File: src/rtl/sfs_pkg.sv
package sfs_pkg;
  localparam int unsigned NUM_EV  = 7;
  localparam int unsigned NUM_IRQ = 6;

  // event flag index
  localparam int unsigned EV_TXI = 0;
  localparam int unsigned EV_RXI = 1;
  localparam int unsigned EV_END = 2;
  localparam int unsigned EV_OVR = 3;
  localparam int unsigned EV_MDF = 4;
  localparam int unsigned EV_CPL = 5;
  localparam int unsigned EV_WOF = 6;

  // status word position of each event flag
  localparam int unsigned EV_STAT_POS [NUM_EV] = '{0, 1, 2, 3, 4, 5, 8};

  // status word positions of the level flags
  localparam int unsigned ST_TXF = 9;
  localparam int unsigned ST_TXE = 10;
  localparam int unsigned ST_RXF = 11;
  localparam int unsigned ST_RXE = 12;
endpackage

File: src/rtl/sfs_fifo.sv
module sfs_fifo #(
  parameter int unsigned DEPTH  = 16,
  parameter int unsigned DATA_W = 16,
  parameter int unsigned PTR_W  = $clog2(DEPTH),
  parameter int unsigned CNT_W  = $clog2(DEPTH + 1)
) (
  input  logic              clk,
  input  logic              rst_n,
  input  logic              push,
  input  logic [DATA_W-1:0] wdata,
  input  logic              pop,
  output logic [DATA_W-1:0] rdata,
  output logic [CNT_W-1:0]  count,
  output logic              full,
  output logic              empty
);
  localparam logic [PTR_W-1:0] LAST_PTR = PTR_W'(DEPTH - 1);
  localparam logic [CNT_W-1:0] FULL_CNT = CNT_W'(DEPTH);

  logic [DATA_W-1:0] mem_q [DEPTH];
  logic [PTR_W-1:0]  wptr_q, wptr_d, rptr_q, rptr_d;
  logic [CNT_W-1:0]  cnt_d;
  logic              wr_en, rd_en, ptr_en;

  assign full  = (count == FULL_CNT);
  assign empty = (count == '0);
  assign rdata = mem_q[rptr_q];

  always_comb begin
    wr_en  = push & ~full;
    rd_en  = pop & ~empty;
    ptr_en = wr_en | rd_en;
    wptr_d = wptr_q;
    rptr_d = rptr_q;
    cnt_d  = count;
    if (wr_en) wptr_d = (wptr_q == LAST_PTR) ? '0 : wptr_q + 1'b1;
    if (rd_en) rptr_d = (rptr_q == LAST_PTR) ? '0 : rptr_q + 1'b1;
    if (wr_en && !rd_en) cnt_d = count + 1'b1;
    else if (rd_en && !wr_en) cnt_d = count - 1'b1;
  end

  always_ff @(posedge clk or negedge rst_n) begin
    if (!rst_n) begin
      wptr_q <= '0;
      rptr_q <= '0;
      count  <= '0;
    end else if (ptr_en) begin
      wptr_q <= wptr_d;
      rptr_q <= rptr_d;
      count  <= cnt_d;
    end
  end

  // storage carries no reset
  always_ff @(posedge clk) begin
    if (wr_en) mem_q[wptr_q] <= wdata;
  end
endmodule

File: src/rtl/sfs_flags.sv
module sfs_flags #(
  parameter int unsigned NUM_EV  = 7,
  parameter int unsigned NUM_IRQ = 6
) (
  input  logic               clk,
  input  logic               rst_n,
  input  logic [NUM_EV-1:0]  ev_set,
  input  logic [NUM_EV-1:0]  ev_clr,
  input  logic [NUM_IRQ-1:0] irq_en,
  output logic [NUM_EV-1:0]  ev_q,
  output logic               irq
);
  logic [NUM_EV-1:0] ev_d;
  logic              ev_en;

  // a set in the clearing cycle wins
  always_comb begin
    ev_d  = (ev_q & ~ev_clr) | ev_set;
    ev_en = (|ev_set) | (|ev_clr);
  end

  always_ff @(posedge clk or negedge rst_n) begin
    if (!rst_n)     ev_q <= '0;
    else if (ev_en) ev_q <= ev_d;
  end

  assign irq = |(ev_q[NUM_IRQ-1:0] & irq_en);
endmodule

File: src/rtl/spi_fifo_stat_irq.sv
module spi_fifo_stat_irq
  import sfs_pkg::*;
#(
  parameter int unsigned FIFO_DEPTH = 16,
  parameter int unsigned DATA_W     = 16,
  parameter int unsigned CNT_W      = $clog2(FIFO_DEPTH + 1)
) (
  input  logic               clk,
  input  logic               rst_n,
  input  logic               word_mode,
  input  logic               tx_push,
  input  logic [DATA_W-1:0]  tx_wdata,
  input  logic               tx_pop,
  output logic [DATA_W-1:0]  tx_rdata,
  input  logic               rx_valid,
  input  logic [DATA_W-1:0]  rx_wdata,
  input  logic               rx_pop,
  output logic [DATA_W-1:0]  rx_rdata,
  input  logic               frame_done,
  input  logic               shift_busy,
  input  logic               mode_fault,
  input  logic [CNT_W-1:0]   tx_thresh,
  input  logic [CNT_W-1:0]   rx_thresh,
  input  logic [NUM_IRQ-1:0] irq_en,
  input  logic               clr_we,
  input  logic [15:0]        clr_data,
  output logic [15:0]        status,
  output logic               irq
);
  localparam logic [DATA_W-1:0] BYTE_KEEP = DATA_W'(8'hFF);

  logic [DATA_W-1:0] frame_mask, tx_in, rx_in;
  logic [CNT_W-1:0]  tx_cnt, rx_cnt;
  logic              tx_full, tx_empty, rx_full, rx_empty;
  logic [NUM_EV-1:0] ev_set, ev_clr, ev_q;
  logic              unused_clr_bits;

  assign frame_mask = word_mode ? '1 : BYTE_KEEP;
  assign tx_in      = tx_wdata & frame_mask;
  assign rx_in      = rx_wdata & frame_mask;

  sfs_fifo #(.DEPTH(FIFO_DEPTH), .DATA_W(DATA_W)) u_tx_fifo (
    .clk(clk), .rst_n(rst_n), .push(tx_push), .wdata(tx_in), .pop(tx_pop),
    .rdata(tx_rdata), .count(tx_cnt), .full(tx_full), .empty(tx_empty)
  );

  sfs_fifo #(.DEPTH(FIFO_DEPTH), .DATA_W(DATA_W)) u_rx_fifo (
    .clk(clk), .rst_n(rst_n), .push(rx_valid), .wdata(rx_in), .pop(rx_pop),
    .rdata(rx_rdata), .count(rx_cnt), .full(rx_full), .empty(rx_empty)
  );

  always_comb begin
    ev_set         = '0;
    ev_set[EV_TXI] = (tx_cnt == tx_thresh);
    ev_set[EV_RXI] = (rx_cnt >= rx_thresh);
    ev_set[EV_END] = frame_done & tx_empty & ~shift_busy;
    ev_set[EV_OVR] = rx_valid & rx_full;
    ev_set[EV_MDF] = mode_fault;
    ev_set[EV_CPL] = frame_done;
    ev_set[EV_WOF] = tx_push & tx_full;
  end

  for (genvar g = 0; g < NUM_EV; g++) begin : g_clr
    assign ev_clr[g] = clr_we & clr_data[EV_STAT_POS[g]];
  end

  assign unused_clr_bits = ^{clr_data[15:9], clr_data[7:6]};

  sfs_flags #(.NUM_EV(NUM_EV), .NUM_IRQ(NUM_IRQ)) u_flags (
    .clk(clk), .rst_n(rst_n), .ev_set(ev_set), .ev_clr(ev_clr),
    .irq_en(irq_en), .ev_q(ev_q), .irq(irq)
  );

  always_comb begin
    status = '0;
    for (int i = 0; i < NUM_EV; i++) status[EV_STAT_POS[i]] = ev_q[i];
    status[ST_TXF] = tx_full;
    status[ST_TXE] = tx_empty;
    status[ST_RXF] = rx_full;
    status[ST_RXE] = rx_empty;
  end
endmodule

File: config.mk
export PLATFORM = sky130hd
export DESIGN_NAME = spi_fifo_stat_irq
export DESIGN_NICKNAME = d
export VERILOG_FILES = /design/src/rtl/sfs_pkg.sv /design/src/rtl/sfs_fifo.sv /design/src/rtl/sfs_flags.sv /design/src/rtl/spi_fifo_stat_irq.sv
export SDC_FILE = /design/constraint.sdc
export NUM_CORES = 1
export LEC_CHECK = 0
export BUFFER_PORTS_ARGS = -buffer_cell sky130_fd_sc_hd__buf_2
export CORE_MARGIN = 4
export CORE_UTILIZATION = 65
export DETAILED_ROUTE_END_ITERATION = 6
export GPL_TIMING_DRIVEN = 0
export PLACE_DENSITY = 0.83
export SYNTH_ARGS = -nofsm -noshare
export SYNTH_HDL_FRONTEND = slang
export SYNTH_HIERARCHICAL = 1
export SYNTH_SLANG_ARGS = --single-unit
File: constraint.sdc
create_clock -name clk -period 7.6 [get_ports clk]
set_input_delay 0 -clock clk [delete_from_list [all_inputs] [get_ports clk]]
set_output_delay 0 -clock clk [all_outputs]
set_load 0.02 [all_outputs]
# After elaboration in Yosys (flattened, before gate mapping)
# Memories as Yosys holds them, arrays and structs flattened.
# Cells that the tools add are included.
[op_classes] n_addsub=8 n_lt_le_gt_ge=1 n_eq_ne=7 muxes=13 bitwise_logic=29 reduce_logical=21
[op_table] op="16-bit bitwise AND" count=2
[op_table] op="5-bit two-way mux" count=4
[op_table] op="4-bit by 1-bit adder with 4-bit output, second input constant" count=4
[op_table] op="4-bit equality test, second input constant" count=4
[op_table] op="16-bit two-way mux" count=1
[op_table] op="4-bit two-way mux" count=4
[op_table] op="1-bit bitwise AND" count=15
[op_table] op="7-bit OR reduction" count=2
[op_table] op="2-bit AND reduction" count=6
[op_table] op="5-bit by 1-bit adder with 5-bit output, second input constant" count=2
[op_table] op="5-bit equality test, second input constant" count=2
[op_table] op="5-bit zero test" count=2
[op_table] op="5-bit by 1-bit subtractor with 5-bit output, second input constant" count=2
[op_table] op="7-bit bitwise AND" count=1
[op_table] op="7-bit NOT" count=1
[op_table] op="7-bit bitwise OR" count=1
[op_table] op="6-bit bitwise AND" count=1
[op_table] op="6-bit OR reduction" count=1
[op_table] op="5-bit equality test" count=1
[op_table] op="5-bit >= comparator" count=1
[op_table] op="1-bit NOT" count=5
[op_table] op="1-bit logical AND" count=4
[op_table] op="1-bit zero test" count=4
[op_table] op="1-bit two-way mux" count=4
[op_table] op="other kinds (2)" count=5
[totals] reg_bits=33 ram_bits=512 in_bits=75 output_inout_bits=49 elab_cells=88 memories=2
[mem_list] name="u_rx_fifo.mem_q" depth=16 word_bits=16 rd=1 rd_clocked_by_memory_dff=0 write_ports=1 line_no="sfs_fifo.sv:20" rtl="logic [DATA_W-1:0] mem_q [DEPTH];"
[mem_list] name="u_tx_fifo.mem_q" depth=16 word_bits=16 rd=1 rd_clocked_by_memory_dff=0 write_ports=1 line_no="sfs_fifo.sv:20"

# Logic depth before layout (Yosys ltp)
[logic_depth] depth_word=7 mapped_depth=12 ltp_nobuf=12

# Cells and area by module
# The synthesis kept the hierarchy.
[by_module_without_submodules] module="sfs_fifo at u_tx_fifo" instances=1 cells_per_inst=547 area_each_um2=10876.7 seq_area_each_um2=8012.7
[by_module_without_submodules] module="sfs_fifo at u_rx_fifo" instances=1 cells_per_inst=546 area_each_um2=10866.7 seq_area_each_um2=8012.7
[by_module_without_submodules] module="spi_fifo_stat_irq" instances=1 cells_per_inst=61 area_each_um2=414.1 seq_area_each_um2=0.0
[by_module_without_submodules] module="sfs_flags" instances=1 cells_per_inst=25 area_each_um2=284.0 seq_area_each_um2=175.2

# Least setup slack after synthesis
# No wires, ideal clock.
[synth_path] path_kind="reg-to-reg" startpoint="register u_tx_fifo.count[0]" endpoint="memory u_tx_fifo.mem_q[0][0], enable pin" setup_ns=0.409 arrival_time_ns=2.272 required_time_ns=7.191 path_slack_ns=4.919 stages_incl_launch_ff=7 n_path_buf=1 period_less_slack_ns=2.681 path_cell_list="dfrtp_1 nor4_1 nand2_1 and2_1 clkbuf_1 nand2_1 nor3_1"
[synth_via] elab_chain_len=5
[synth_lines] item="start: declaration" line_no="sfs_fifo.sv:13" rtl="output logic [CNT_W-1:0] count,"
[synth_lines] item="start signal: assignment" line_no="sfs_fifo.sv:50" rtl="count <= cnt_d;"
[synth_lines] item="5-bit equality test" line_no="sfs_fifo.sv:25" rtl="assign full = (count == FULL_CNT);"
[synth_lines] item="1-bit NOT" line_no="sfs_fifo.sv:30" rtl="wr_en = push & ~full;"
[synth_lines] item="1-bit bitwise AND" line_no="sfs_fifo.sv:30"
[synth_lines] item="1-bit two-way mux" line_no="sfs_fifo.sv:56" rtl="if (wr_en) mem_q[wptr_q] <= wdata;"
[synth_lines] item="1-bit two-way mux (not written as such)" line_no="sfs_fifo.sv:56"
[synth_lines] item="end: declaration" line_no="sfs_fifo.sv:20"
# No other way between the ends.

# Worst setup path in the final report
[layout_path] startpoint="register u_rx_fifo.count[1]" endpoint="register u_rx_fifo.count[4]"
[layout_via] elab_chain_len=7 elab_cells_between_ends=17
[layout_lines] item="start: declaration" line_no="sfs_fifo.sv:13"
[layout_lines] item="start signal: assignment" line_no="sfs_fifo.sv:50"
[layout_lines] item="parallel branches: the longest is 7 deep, another holds 5-bit by 1-bit subtractor with 5-bit output"
# Parallel ways; which one is timed is not known. The select of a mux whose other input is x is not followed.
# A chain may end at the register's enable or synchronous reset.

==> results.yml <==
yosys:
  synth_edf_count: 512
  synth_seq_cells: 545
  synthArstFlopShare_pct: 6.055
  netlist_instances: 1179
  syn-cell-area_um2: 22440
  avgSynthCellArea_um2: 19.03
  yosys_warnings: 6
  ys_dominant_reg_cell: "edfxtp_1"
  seq_area_frac_synth_pct: 72.19
  synthDistinctLibCells: 51
min_path:
  hold_path.class: "in -> async"
critical_path:
  crit_path_end_kind: "flop"
  worst-r2r-cell-count: 11
  cp_max_fo: 9
  r2r-end: "u_rx_fifo/count[4]$_DFFE_PN0P_"
  crit_required_ns: 8.07
  reg2reg_slack_ns: 4.43
  arrival_ns: 3.64
  cp-start-kind: "flop"
  timing.rr.start: "u_rx_fifo/count[1]$_DFFE_PN0P_"
  path_class: "reg -> reg"
power:
  power.density_nw_per_um2: 374.8
  ir_drop_v: 0.0002350
  total_leakage_power_nw: 9.195
timing:
  fin_skew_ns: 0.02092
  fin_setup_tns_ns: 0
  period_needed_ns: 3.168
  timing.final.crit_share_pct: 41.68
  rsz0062_at_grt: "no"
  fmax_ghz: 0.3157
  drv_slew: 0
  finalSetupViolations: 0
  timing.hold.ws_ns: 0.09183
  relSlewSlack_pct: 24.10
  hold_viol_final: 0
  worstMarginPinSlew_ns: 1.132
cts:
  clockRootBuffer: "clkbuf_16"
  clockBufferDepth: 3
  htree_levels: 2
  numCtsBuffers: 54
  cts_tree: "built"
  clk_latency_ns: 0.56
  clk_pin_slew_ns: 0.06
  cts_sinks: 545
floorplan:
  die_area_um2: 37560
  die_w_um: 193.8
  num_rows: 67
  die_y_um: 193.8
  io_pins: 124
  initial_core_util_pct: 66.43
  core_area_um2: 33780
route:
  drt_iter0_markers: 1261
  totalWireLength_um: 51530
  dr.pass1.iters: 5
  via_per_inst: 6.425
  vias: 12210
  drc: 0
  ant_nets: 0
  avgRoutedWirePerCell_um: 27.12
grt:
  grt_pass1_wl_um: 78430
  track_usage_pct: 27.46
  grt_pass1_vias: 12710
  antenna_found_initial: 1
  gr-total-overflow: 0
  grt_max_degree: 34
cells_and_area:
  final_cell_mix: "512 x edfxtp_1, 120 x buf_2, 72 x mux4_2"
  syn_to_final_growth_pct: 15.93
  layout-drive-gt1-share_pct: 28.46
  final_common_cell: "edfxtp_1"
  final_nets: 1513
place:
  place_hpwl_um: 32130
  gp_congestion: 0.8156
  numPortBuffers: 109
job:
  drv_cap: 0
run_status:
  status: "finished clean"
-- sequential cells by signal (all words and copies together), names as in the netlist --
| name | flops |
|---|---|
| u_flags/ev_q | 7 |
| u_tx_fifo/count | 5 |
| u_tx_fifo/mem_q | 256 |
| u_rx_fifo/wptr_q | 4 |
| u_rx_fifo/rptr_q | 4 |
| u_tx_fifo/wptr_q | 4 |
| u_tx_fifo/rptr_q | 4 |
| u_rx_fifo/mem_q | 256 |
| u_rx_fifo/count | 5 |
-- cell families after synthesis --
group	share of synthesized area [%]
adders and majority gates	1.684
other	0.01671
muxes	14.04
xor gates and xnor gates	0.6635
buffers and inverters	3.217
DFF	72.19
and+or+nand+nor	3.490
AOI/OAI and AO/OA	4.700
-- cells in the mapped netlist, drive strengths merged, types with 9 or more instances --
cell type	number	share of area, %
nor2b	26	0.72
buf	44	1.8
nor2	29	0.49
mux2	72	3.9
nand2	28	0.47
ha	27	1.5
edfxtp	512	69
mux4	96	10
inv	61	1.0
dfrtp	33	3.7
clkbuf	23	0.39
nand3	9	0.20
xnor2	11	0.43
and2	26	0.72
a21o	10	0.35
nor3	10	0.25
o221ai	32	1.3
o21ai	44	0.98
a221o	32	1.4
-- worst max-delay path: stages (launching register included) --
cell and delay (ns):
dfrtp_1 0.45, nor4_1 0.46, nand2_1 0.17, nand2_1 0.20
clkinv_1 0.28, ha_1 0.34, inv_1 0.15, ha_1 0.26
nor2b_1 0.13, o21a_1 0.18, o31ai_1 0.30, xnor2_1 0.16
-- worst max-delay path by stage --
stage	startpoint	end	slack, ns	cells after the start
after floorplan	u_tx_fifo/count[0]$_DFFE_PN0P_	u_tx_fifo/mem_q[0][0]$_DFFE_PP_	4.92	6
after global placement	u_tx_fifo/count[0]$_DFFE_PN0P_	u_tx_fifo/mem_q[2][1]$_DFFE_PP_	3.40	6
after detailed placement	u_rx_fifo/count[1]$_DFFE_PN0P_	u_rx_fifo/count[4]$_DFFE_PN0P_	4.65	11
after CTS	u_rx_fifo/count[1]$_DFFE_PN0P_	u_rx_fifo/count[4]$_DFFE_PN0P_	4.56	11
after global routing	u_rx_fifo/count[1]$_DFFE_PN0P_	u_rx_fifo/count[4]$_DFFE_PN0P_	4.22	12
final	u_rx_fifo/count[1]$_DFFE_PN0P_	u_rx_fifo/count[4]$_DFFE_PN0P_	4.43	11
-- where the power goes --
part | total (mW) | internal [mW] | switching, mW | leakage (nW)
clock network | 2.57 | 1.50 | 1.07 | 0.822
registers | 3.76 | 3.62 | 0.141 | 5.06
logic | 3.42 | 1.45 | 1.96 | 3.32
total | 9.75 | 6.57 | 3.18 | 9.20
-- through the flow --
stage / setup slack [ns] / power (mW) / utilization (%) / instance area [µm²] / instances
after global placement: 3.398 / 6.957 / 69.75 / 23560 / 1740
after floorplan: 4.919 / 6.102 / - / 22460 / 1183
final: 4.432 / 9.750 / 77.01 / 26020 / 1900
after global routing: 4.219 / 10.13 / 77.01 / 26020 / 1900
after CTS: 4.559 / 9.758 / 77.00 / 26020 / 1899
after detailed placement: 4.648 / 7.140 / 70.95 / 23970 / 1766
-- routing by layer --
layer  global-route usage (%)  part of all wire, %  up-vias
li1                         -                    -     5172
met1                    35.73                   37     6266
met2                    49.09                   53      639
met3                    3.858                  7.3      131
met4                    8.099                  3.4        0
met5                        0                    0        -
-- timing repair --
| action | 4_1_cts | 5_1_grt |
|---|---|---|
| gates resized for setup | 0 | 0 |
| hold endpoints to repair | 307 | 0 |
| setup buffers | 0 | 0 |
| hold buffers | 35 | 0 |
| endpoints found under the setup margin | 0 | 0 |
-- final cells by class --
type | count | area (µm²)
multi-input combinational | 509 | 5622
buffer | 67 | 489.2
fill | 1757 | 7766
antenna | 1 | 2.502
clock buffer | 73 | 1444
sequential | 545 | 16200
tap | 448 | 560.5
timing repair buffer | 170 | 1215
clock inverter | 25 | 251.5
inverter | 62 | 232.7
(Power assumes the default switching activity.)
